--- src/rtl/pf_pkg.sv ---
package pf_pkg;

    localparam int HDR_BYTES = 12;

    typedef enum logic {
        ST_IDLE = 1'b0,
        ST_RUN  = 1'b1
    } pf_state_e;

    // fixed lead-in: alternating-bit run, then the sync word
    function automatic logic [7:0] hdr_lookup(input logic [3:0] pos);
        logic [7:0] v;
        case (pos)
            4'd7:    v = 8'h07;
            4'd8:    v = 8'h09;
            4'd9:    v = 8'h2A;
            4'd10:   v = 8'h44;
            4'd11:   v = 8'h6F;
            default: v = 8'h55;
        endcase
        return v;
    endfunction

endpackage

--- src/rtl/pf_hdr_rom.sv ---
module pf_hdr_rom #(
    parameter int IDX_W = 6
) (
    input  logic [IDX_W-1:0] idx,
    output logic [7:0]       hdr
);
    import pf_pkg::*;

    always_comb begin
        if (32'(idx) < HDR_BYTES) hdr = hdr_lookup(4'(idx));
        else                      hdr = 8'h00;
    end

endmodule

--- src/rtl/pf_diff_enc.sv ---
module pf_diff_enc #(
    parameter int CW = 5
) (
    input  logic [7:0]    src,
    input  logic          prev_in,
    input  logic [CW-1:0] supp,
    output logic [7:0]    enc,
    output logic          prev_out
);
    // chain[k+1] is the bit that precedes src[k] in MSB-first order
    logic [8:0] chain;
    assign chain = {prev_in, src};

    for (genvar k = 0; k < 8; k++) begin : g_bit
        localparam int POS = 7 - k;
        logic open;
        assign open   = (POS >= 32'(supp));
        assign enc[k] = open & (src[k] ^ chain[k+1]);
    end

    assign prev_out = src[0];

endmodule

--- src/rtl/pf_seq.sv ---
module pf_seq #(
    parameter int BLK_BYTES     = 14,
    parameter int SUPPRESS_BITS = 27,
    parameter int IDX_W         = 6,
    parameter int CW            = 5
) (
    input  logic             clk,
    input  logic             rst_n,
    input  logic             start,
    input  logic             dbl_mode,
    input  logic [7:0]       hdr_byte,
    input  logic [7:0]       in_data,
    input  logic             in_valid,
    input  logic             out_ready,
    input  logic [7:0]       enc_byte,
    input  logic             enc_last,
    output logic [IDX_W-1:0] idx,
    output logic [7:0]       src_byte,
    output logic             prev_bit,
    output logic [CW-1:0]    supp_cnt,
    output logic             in_ready,
    output logic             out_valid,
    output logic [7:0]       out_data,
    output logic             busy,
    output logic [IDX_W-1:0] pkt_len,
    output logic [IDX_W-1:0] pkt_len_m1
);
    import pf_pkg::*;

    localparam logic [IDX_W-1:0] HDR_N   = IDX_W'(HDR_BYTES);
    localparam logic [IDX_W-1:0] TOT_ONE = IDX_W'(HDR_BYTES + BLK_BYTES);
    localparam logic [IDX_W-1:0] TOT_TWO = IDX_W'(HDR_BYTES + 2 * BLK_BYTES);
    localparam logic [CW-1:0]    SUPP_INIT = CW'(SUPPRESS_BITS);

    typedef struct packed {
        pf_state_e        st;
        logic             dbl;
        logic [IDX_W-1:0] idx;
        logic             prev;
        logic [CW-1:0]    supp;
        logic             ov;
        logic [7:0]       od;
        logic [IDX_W-1:0] len;
        logic [IDX_W-1:0] lenm1;
    } seq_t;

    seq_t q, d;
    logic in_hdr, can_load, src_ok, adv;
    logic [IDX_W-1:0] total_q, total_new;

    always_comb begin
        d         = q;
        in_hdr    = (q.idx < HDR_N);
        can_load  = !q.ov || out_ready;
        src_ok    = in_hdr || in_valid;
        total_q   = q.dbl ? TOT_TWO : TOT_ONE;
        total_new = dbl_mode ? TOT_TWO : TOT_ONE;
        adv       = (q.st == ST_RUN) && can_load && src_ok;

        if (q.ov && out_ready) d.ov = 1'b0;

        if (q.st == ST_IDLE) begin
            if (start && !q.ov) begin
                d.st    = ST_RUN;
                d.dbl   = dbl_mode;
                d.idx   = '0;
                d.prev  = 1'b1;
                d.supp  = SUPP_INIT;
                d.len   = total_new;
                d.lenm1 = total_new - IDX_W'(1);
            end
        end else if (adv) begin
            d.ov   = 1'b1;
            d.od   = enc_byte;
            d.prev = enc_last;
            if (32'(q.supp) > 8) d.supp = q.supp - CW'(8);
            else                 d.supp = '0;
            d.idx  = q.idx + IDX_W'(1);
            if (q.idx == total_q - IDX_W'(1)) d.st = ST_IDLE;
        end
    end

    always_ff @(posedge clk or negedge rst_n) begin
        if (!rst_n) begin
            q.st    <= ST_IDLE;
            q.dbl   <= 1'b0;
            q.idx   <= '0;
            q.prev  <= 1'b1;
            q.supp  <= SUPP_INIT;
            q.ov    <= 1'b0;
            q.od    <= '0;
            q.len   <= '0;
            q.lenm1 <= '0;
        end else begin
            q <= d;
        end
    end

    assign idx        = q.idx;
    assign src_byte   = in_hdr ? hdr_byte : in_data;
    assign prev_bit   = q.prev;
    assign supp_cnt   = q.supp;
    assign in_ready   = (q.st == ST_RUN) && !in_hdr && can_load;
    assign out_valid  = q.ov;
    assign out_data   = q.od;
    assign busy       = (q.st == ST_RUN) || q.ov;
    assign pkt_len    = q.len;
    assign pkt_len_m1 = q.lenm1;

endmodule

--- src/rtl/pf_framer.sv ---
module pf_framer #(
    parameter int BLK_BYTES     = 14,
    parameter int SUPPRESS_BITS = 27,
    localparam int MAX_BYTES    = pf_pkg::HDR_BYTES + 2 * BLK_BYTES,
    localparam int LEN_W        = $clog2(MAX_BYTES + 1),
    localparam int CW           = $clog2(SUPPRESS_BITS + 1)
) (
    input  logic             clk,
    input  logic             rst_n,
    input  logic             start,
    input  logic             dbl_mode,
    input  logic [7:0]       in_data,
    input  logic             in_valid,
    output logic             in_ready,
    output logic [7:0]       out_data,
    output logic             out_valid,
    input  logic             out_ready,
    output logic             busy,
    output logic [LEN_W-1:0] pkt_len,
    output logic [LEN_W-1:0] pkt_len_m1
);
    logic [LEN_W-1:0] idx;
    logic [7:0]       hdr_byte, src_byte, enc_byte;
    logic             prev_bit, enc_last;
    logic [CW-1:0]    supp_cnt;

    pf_hdr_rom #(.IDX_W(LEN_W)) u_rom (
        .idx (idx),
        .hdr (hdr_byte)
    );

    pf_diff_enc #(.CW(CW)) u_enc (
        .src      (src_byte),
        .prev_in  (prev_bit),
        .supp     (supp_cnt),
        .enc      (enc_byte),
        .prev_out (enc_last)
    );

    pf_seq #(
        .BLK_BYTES     (BLK_BYTES),
        .SUPPRESS_BITS (SUPPRESS_BITS),
        .IDX_W         (LEN_W),
        .CW            (CW)
    ) u_seq (
        .clk        (clk),
        .rst_n      (rst_n),
        .start      (start),
        .dbl_mode   (dbl_mode),
        .hdr_byte   (hdr_byte),
        .in_data    (in_data),
        .in_valid   (in_valid),
        .out_ready  (out_ready),
        .enc_byte   (enc_byte),
        .enc_last   (enc_last),
        .idx        (idx),
        .src_byte   (src_byte),
        .prev_bit   (prev_bit),
        .supp_cnt   (supp_cnt),
        .in_ready   (in_ready),
        .out_valid  (out_valid),
        .out_data   (out_data),
        .busy       (busy),
        .pkt_len    (pkt_len),
        .pkt_len_m1 (pkt_len_m1)
    );

endmodule

--- config.mk ---
export PLATFORM = sky130hd
export DESIGN_NAME = pf_framer
export DESIGN_NICKNAME = d
export VERILOG_FILES = /design/src/rtl/pf_pkg.sv /design/src/rtl/pf_hdr_rom.sv /design/src/rtl/pf_diff_enc.sv /design/src/rtl/pf_seq.sv /design/src/rtl/pf_framer.sv
export SDC_FILE = /design/constraint.sdc
export NUM_CORES = 1
export LEC_CHECK = 0
export BUFFER_PORTS_ARGS = -buffer_cell sky130_fd_sc_hd__clkbuf_2
export CORE_ASPECT_RATIO = 0.5
export CORE_UTILIZATION = 57
export CTS_CLUSTER_SIZE = 16
export DETAILED_ROUTE_END_ITERATION = 10
export PLACE_DENSITY = 0.84
export SYNTH_ARGS = -nofsm -noshare
export SYNTH_HDL_FRONTEND = slang
export SYNTH_SLANG_ARGS = --single-unit
--- constraint.sdc ---
create_clock -name clk -period 2.73 [get_ports clk]
set_clock_uncertainty 0.1 [all_clocks]
set_input_delay 0.1365 -clock clk [delete_from_list [all_inputs] [get_ports clk]]
set_output_delay 0.1365 -clock clk [all_outputs]
set_load 0.01 [all_outputs]
==> results of run 1 <==
[synthesized netlist by cell type, types with 3 or more instances]
cell type / number / area, sq um
a21oi_1: 5 / 25.0
buf_4: 20 / 150
buf_6: 3 / 33.8
dfrtp_1: 19 / 475
dfstp_2: 4 / 105
ha_1: 8 / 100
inv_1: 8 / 30.0
nand2_1: 26 / 97.6
nand2b_1: 3 / 18.8
nand3_1: 4 / 20.0
nor2_1: 13 / 48.8
nor3_1: 3 / 15.0
o21ai_0: 19 / 95.1
xnor2_1: 3 / 26.3
xor2_1: 4 / 35.0
[power by group through the flow]
stage / logic [uW] / registers, uW / clock network (uW)
after floorplan: 977 / 582 / 0
after global placement: 1000 / 639 / 0
after detailed placement: 1040 / 652 / 0
after CTS: 1040 / 645 / 214
after global routing: 1150 / 668 / 232
final: 1040 / 647 / 208
[final timing paths]
path / startpoint / endpoint / slack (ps) / cells after the start
min: dbl_mode / u_seq.pkt_len_m1[4]$_DFFE_PN0P_ / 10 / 2
min reg2reg: u_seq.out_data[6]$_DFFE_PN0P_ / u_seq.out_data[6]$_DFFE_PN0P_ / 390 / 2
max in group asynchronous: rst_n / u_seq.supp_cnt[3]$_DFFE_PN1P_ / 1870 / 2
min in group asynchronous: rst_n / u_seq.out_data[2]$_DFFE_PN0P_ / 290 / 2
max: u_seq.idx[2]$_DFFE_PN0P_ / u_seq.idx[5]$_DFFE_PN0P_ / 660 / 6
max reg2reg: u_seq.idx[2]$_DFFE_PN0P_ / u_seq.idx[5]$_DFFE_PN0P_ / 660 / 6
[worst register-to-register path: stages (launching register included)]
cell      delay [ps]
dfrtp_1          550
a211oi_2         120
buf_4            180
o211ai_4         570
and2_1           270
o21ai_0          100
o31ai_1           80
[cells by family after synthesis]
group	Yosys count	share of synthesized area
xor+xnor	7	0.0378
fa+ha+maj	8	0.0618
compound gates	44	0.195
simple gates	62	0.188
mux	2	0.0131
buf+inv	35	0.143
other cells	1	0.00231
flops	23	0.358
[metal layers]
metal | routed length, um | vias to the layer above
met5 | 0 | -
li1 | - | 635
met2 | 1490 | 31
met3 | 117 | 7
met1 | 1420 | 594
met4 | 40 | 0
[cell type report]
cell class / instances / area [sq um]
multi-input cells: 125 / 812
fillers: 220 / 948
flip-flops and latches: 23 / 581
repair buffers: 36 / 188
inverters: 8 / 30.0
clock buffers: 3 / 41.3
clock inverters: 1 / 5.00
well taps: 37 / 46.3
[stage by stage]
stage / total power (uW) / utilization
2_1_floorplan: 1560 / -
3_3_place_gp: 1640 / 0.621
3_5_place_dp: 1690 / 0.621
4_1_cts: 1900 / 0.642
5_1_grt: 2050 / 0.642
6_report: 1890 / 0.642
[registers in the layout (all words and copies together) (netlist names)]
signal,flops
u_seq.q,1
u_seq.supp_cnt,3
u_seq.out_data,8
u_seq.prev_bit,1
u_seq.pkt_len_m1,3
u_seq.idx,6
u_seq.out_valid,1
[repair_timing]
action | in CTS | in global routing
hold endpoints to repair | 19 | 0
buffers inserted | 0 | 0
hold buffers | 1 | 0
==> flow_summary.ini, run 1 <==
[run_status]
status = complete, no violations

[floorplanning]
die_width_um = 77.4
pin_count = 37
initial_core_util = 0.611
dieArea_sq_mm = 0.00307
rows = 13
die_h_um = 39.7
core_sq_mm = 0.00265

[placed_design]
dp_slack_ps = 682
place_congestion = 0.918
io_buffers = 34
dpl_cell_area_sq_mm = 0.00165
hpwl_um = 2440
dp_cells = 228

[routing]
dr.pass1.iters = 4
vias = 1267
routed_via_density = 5.44
wirelength_um = 3060
route.detailed.drc = 0
wl_per_cell_um = 13.2
postRouteAntennaNets = 0
drtIter0Drc = 36

[yosys]
synth-edff-count = 0
yosysSeqAreaShare = 0.358
syn-instance-count = 182
synth-seq-cells = 23
syn_avg_cell_area_sq_um = 8.90
synth.cell_area_sq_mm = 0.00162
ys_types = 49
synth_flop_cell = dfrtp_1
yosysWarnings = 0
synthArstFlopShare = 1.00

[global_routing]
grt_pass1_vias = 1025
grt.busiest_layer = met2
grt_max_degree = 28
grtUsageMet1 = 0.240
antenna_found_initial = 0
grt_pass1_wl_um = 4600
overflow = 0
grtUsageTotal = 0.206
use_met2 = 0.383
grt_use_met3 = 0.0535

[timing]
finalSetupTns_ps = 0
relSlewSlack = 0.534
rsz0062_at_grt = no
fmax_mhz = 484
worst_pin_slew_ps = 696
period_share = 0.757
finalHoldViolCount = 0
slew_violations = 0
setup_slack_ps = 664
fin_crit_ps = 2070
holdWs_ps = 12.2
setup_violations = 0

[final_layout]
layout-drive-gt1-share = 0.270
layout_commonest_cell = clkbuf_2
antenna_cells = 0
design_area_sq_mm = 0.00170
areaGrowthSynthToFinish_pct = 5.10
final_cell_mix = 34 x clkbuf_2, 26 x nand2_1, 19 x o21ai_0, 19 x dfrtp_1, 13 x nor2_1
instances_no_fill = 233
fin_nets = 219

[clock_tree]
h-tree-depth = 1
path_clk_slew_ps = 80
numClockSinks = 23
cts_tree = yes
clock_latency_ps = 260
clk_path_buf_depth = 2
root_buffer = clkbuf_8
cts_made_buffers = 3
post_cts_resized = 0

[setup_path]
path_class = reg2reg
cp-end-kind = flip-flop
path_cells = a211oi_2 -> buf_4 -> o211ai_4 -> and2_1 -> o21ai_0 -> o31ai_1
start_kind = flip-flop
path_max_fanout = 27
crit_family = compound AO/OA/AOI/OAI gates
slowest_delay_ps = 570
timing.critical_path.required_ps = 2800
worst-path-buf-inv = 1
slowest_stage = o211ai_4
worstPathArrival_ps = 2140

[power]
p_clk_frac = 0.110
seqPwrFrac = 0.342
p_int_uw = 1030
switching_power_uw = 862
sw_frac_of_total = 0.455
p_leak_uw = 0.000811
combPwrFrac = 0.548
vdd_drop_max_mv = 0.537
pwr_density_cell_mw_per_mm2 = 1110

[run]
maxCapViolCount = 0

[worst_hold_path]
hp-class = in2reg
Note: power is estimated with default switching activity, not from simulation.
==> run 2, diff against run 1 <==
- CORE_UTILIZATION: 57 -> 48
- PLACE_DENSITY: 0.84 -> 0.75
- clock period: 2.73 -> 1.7 ns (I/O delays scaled with it)
==> run 2 against run 1 <==
Effect of this change: the run now ends with DRC, setup timing left; critical path depth increased by 1; cell area increased by 50%; hold slack gained 80 ps; setup slack got worse by 1100 ps; largest power group unchanged.
==> flow_summary.ini, run 2 (synthesis results as in run 1) <==
[run_status]
status = finished, violations left
violations = DRC, setup timing

[final_layout]
fin_nets = 272
largest_register_ffs = 8
instances_no_fill = 289
layout_commonest_cell = clkbuf_2
antenna_cells = 0
layout-drive-gt1-share = 0.622
final_cell_mix = 34 x clkbuf_2, 32 x buf_4, 20 x nand2_1, 19 x buf_6, 15 x dfrtp_1
areaGrowthSynthToFinish_pct = 57.8

[floorplanning]
core_sq_mm = 0.00310
initial_core_util = 0.523
rows = 14
die_width_um = 84.2
die_h_um = 43.1
dieArea_sq_mm = 0.00363
pin_count = 37

[routing]
routed_via_density = 6.36
vias = 1839
postRouteAntennaNets = 0
route.detailed.drc = 4
wl_per_cell_um = 22.5
dr.pass1.iters = 11
wirelength_um = 6500
drtIter0Drc = 214

[global_routing]
grt_pass1_wl_um = 8030
overflow = 0
grt_max_degree = 24
grt_pass1_vias = 1648
grtUsageTotal = 0.288
antenna_found_initial = 0

[placed_design]
place_congestion = 0.877
io_buffers = 34
dp_cells = 263
hpwl_um = 2880

[power]
pwr_density_cell_mw_per_mm2 = 2120
seqPwrFrac = 0.193
p_leak_uw = 0.00119
p_clk_frac = 0.066
sw_frac_of_total = 0.469
combPwrFrac = 0.741
p_int_uw = 2880
vdd_drop_max_mv = 1.09
switching_power_uw = 2550

[run]
maxCapViolCount = 0

[setup_path]
path_max_fanout = 4
slowest_stage = or4b_4
start_kind = flip-flop
slowest_delay_ps = 590
path_class = reg2reg
timing.critical_path.required_ps = 1760
cp-end-kind = flip-flop
worstPathArrival_ps = 2190
path_cells = inv_4 -> ha_4 -> or4b_4 -> nor4_4 -> a311oi_2 -> a21oi_1 -> o21ai_1

[timing]
fin_crit_ps = 2130
finalHoldViolCount = 0
fmax_mhz = 470
finalSetupTns_ps = -2970
period_share = 1.25
relSlewSlack = 0.612
setup_violations = 19
slew_violations = 0
setup_slack_ps = -430
rsz0062_at_grt = yes
worst_pin_slew_ps = 582

[clock_tree]
clk_path_buf_depth = 2
root_buffer = clkbuf_8
numClockSinks = 23
cts_made_buffers = 3
h-tree-depth = 1
path_clk_slew_ps = 90
clock_latency_ps = 280
cts_tree = yes

[worst_hold_path]
hp-class = in2reg
run 2: cell types whose count changed in the layout (fill, tap and decap cells not counted), sizes merged:
cell,previous run,this run
buf,1,52
dlygate4sd3,1,2
o211ai,1,2
run 2: worst paths after layout:
path / from / end / slack (ps) / cells past startpoint
min reg2reg: u_seq.pkt_len_m1[0]$_DFFE_PN0P_ / u_seq.pkt_len_m1[0]$_DFFE_PN0P_ / 390 / 1
max reg2reg: u_seq.idx[1]$_DFFE_PN0P_ / u_seq.out_data[0]$_DFFE_PN0P_ / -430 / 7
min: in_data[1] / u_seq.out_data[0]$_DFFE_PN0P_ / 90 / 3
min in group asynchronous: rst_n / u_seq.pkt_len_m1[4]$_DFFE_PN0P_ / 240 / 2
max in group asynchronous: rst_n / u_seq.idx[0]$_DFFE_PN0P_ / 850 / 2
max: u_seq.idx[1]$_DFFE_PN0P_ / u_seq.out_data[0]$_DFFE_PN0P_ / -430 / 7
run 2: power by group through the flow:
| stage | Sequential (uW) | Combinational [uW] | Clock (uW) |
|---|---|---|---|
| after detailed placement | 960 | 2320 | 0 |
| final | 1050 | 4020 | 358 |
| after CTS | 958 | 2780 | 347 |
| after global routing | 1060 | 4170 | 389 |
| after floorplan | 938 | 1640 | 0 |
| after global placement | 946 | 2250 | 0 |
run 2: what timing repair did:
item	CTS	global route
gates resized for setup	44	64
setup endpoints to repair	14	20
endpoints found under the hold margin	21	0
hold buffers	2	0
buffers inserted	10	10
cloned	1	0
pin swaps	17	34
run 2: layout make-up:
type	instances	area, sq um
well taps	40	50.0
repair buffers	88	664
flip-flops and latches	23	586
fillers	142	544
clock inverters	1	5.00
multi-input cells	126	1180
inverters	8	32.5
clock buffers	3	41.3
run 2: layer usage:
layer  share of wire  track usage  up-vias
li1                -            -      743
met5               0            0        -
met3            0.11       0.0895       57
met2            0.45        0.493      173
met1            0.39        0.338      866
met4           0.059        0.134        0
run 2: critical path, delay by kind of cell (launching register included):
kind | cells | cell delay [ps]
flops | 1 | 450
buf+inv | 1 | 60
fa+ha+maj | 1 | 160
compound gates | 3 | 420
simple gates | 2 | 820
run 2: stage by stage:
| step | worst slack, ps | hold slack [ps] | utilization | cell area [sq um] | power, uW |
|---|---|---|---|---|---|
| 2_1_floorplan | -137 | -311 | - | 1650 | 2570 |
| 5_1_grt | -525 | 112 | 0.824 | 2560 | 5610 |
| 6_report | -430 | 92.5 | 0.824 | 2560 | 5430 |
| 4_1_cts | -222 | 68.6 | 0.711 | 2210 | 4090 |
| 3_3_place_gp | -128 | -6.29 | 0.622 | 1930 | 3200 |
| 3_5_place_dp | -261 | -0.549 | 0.622 | 1930 | 3280 |
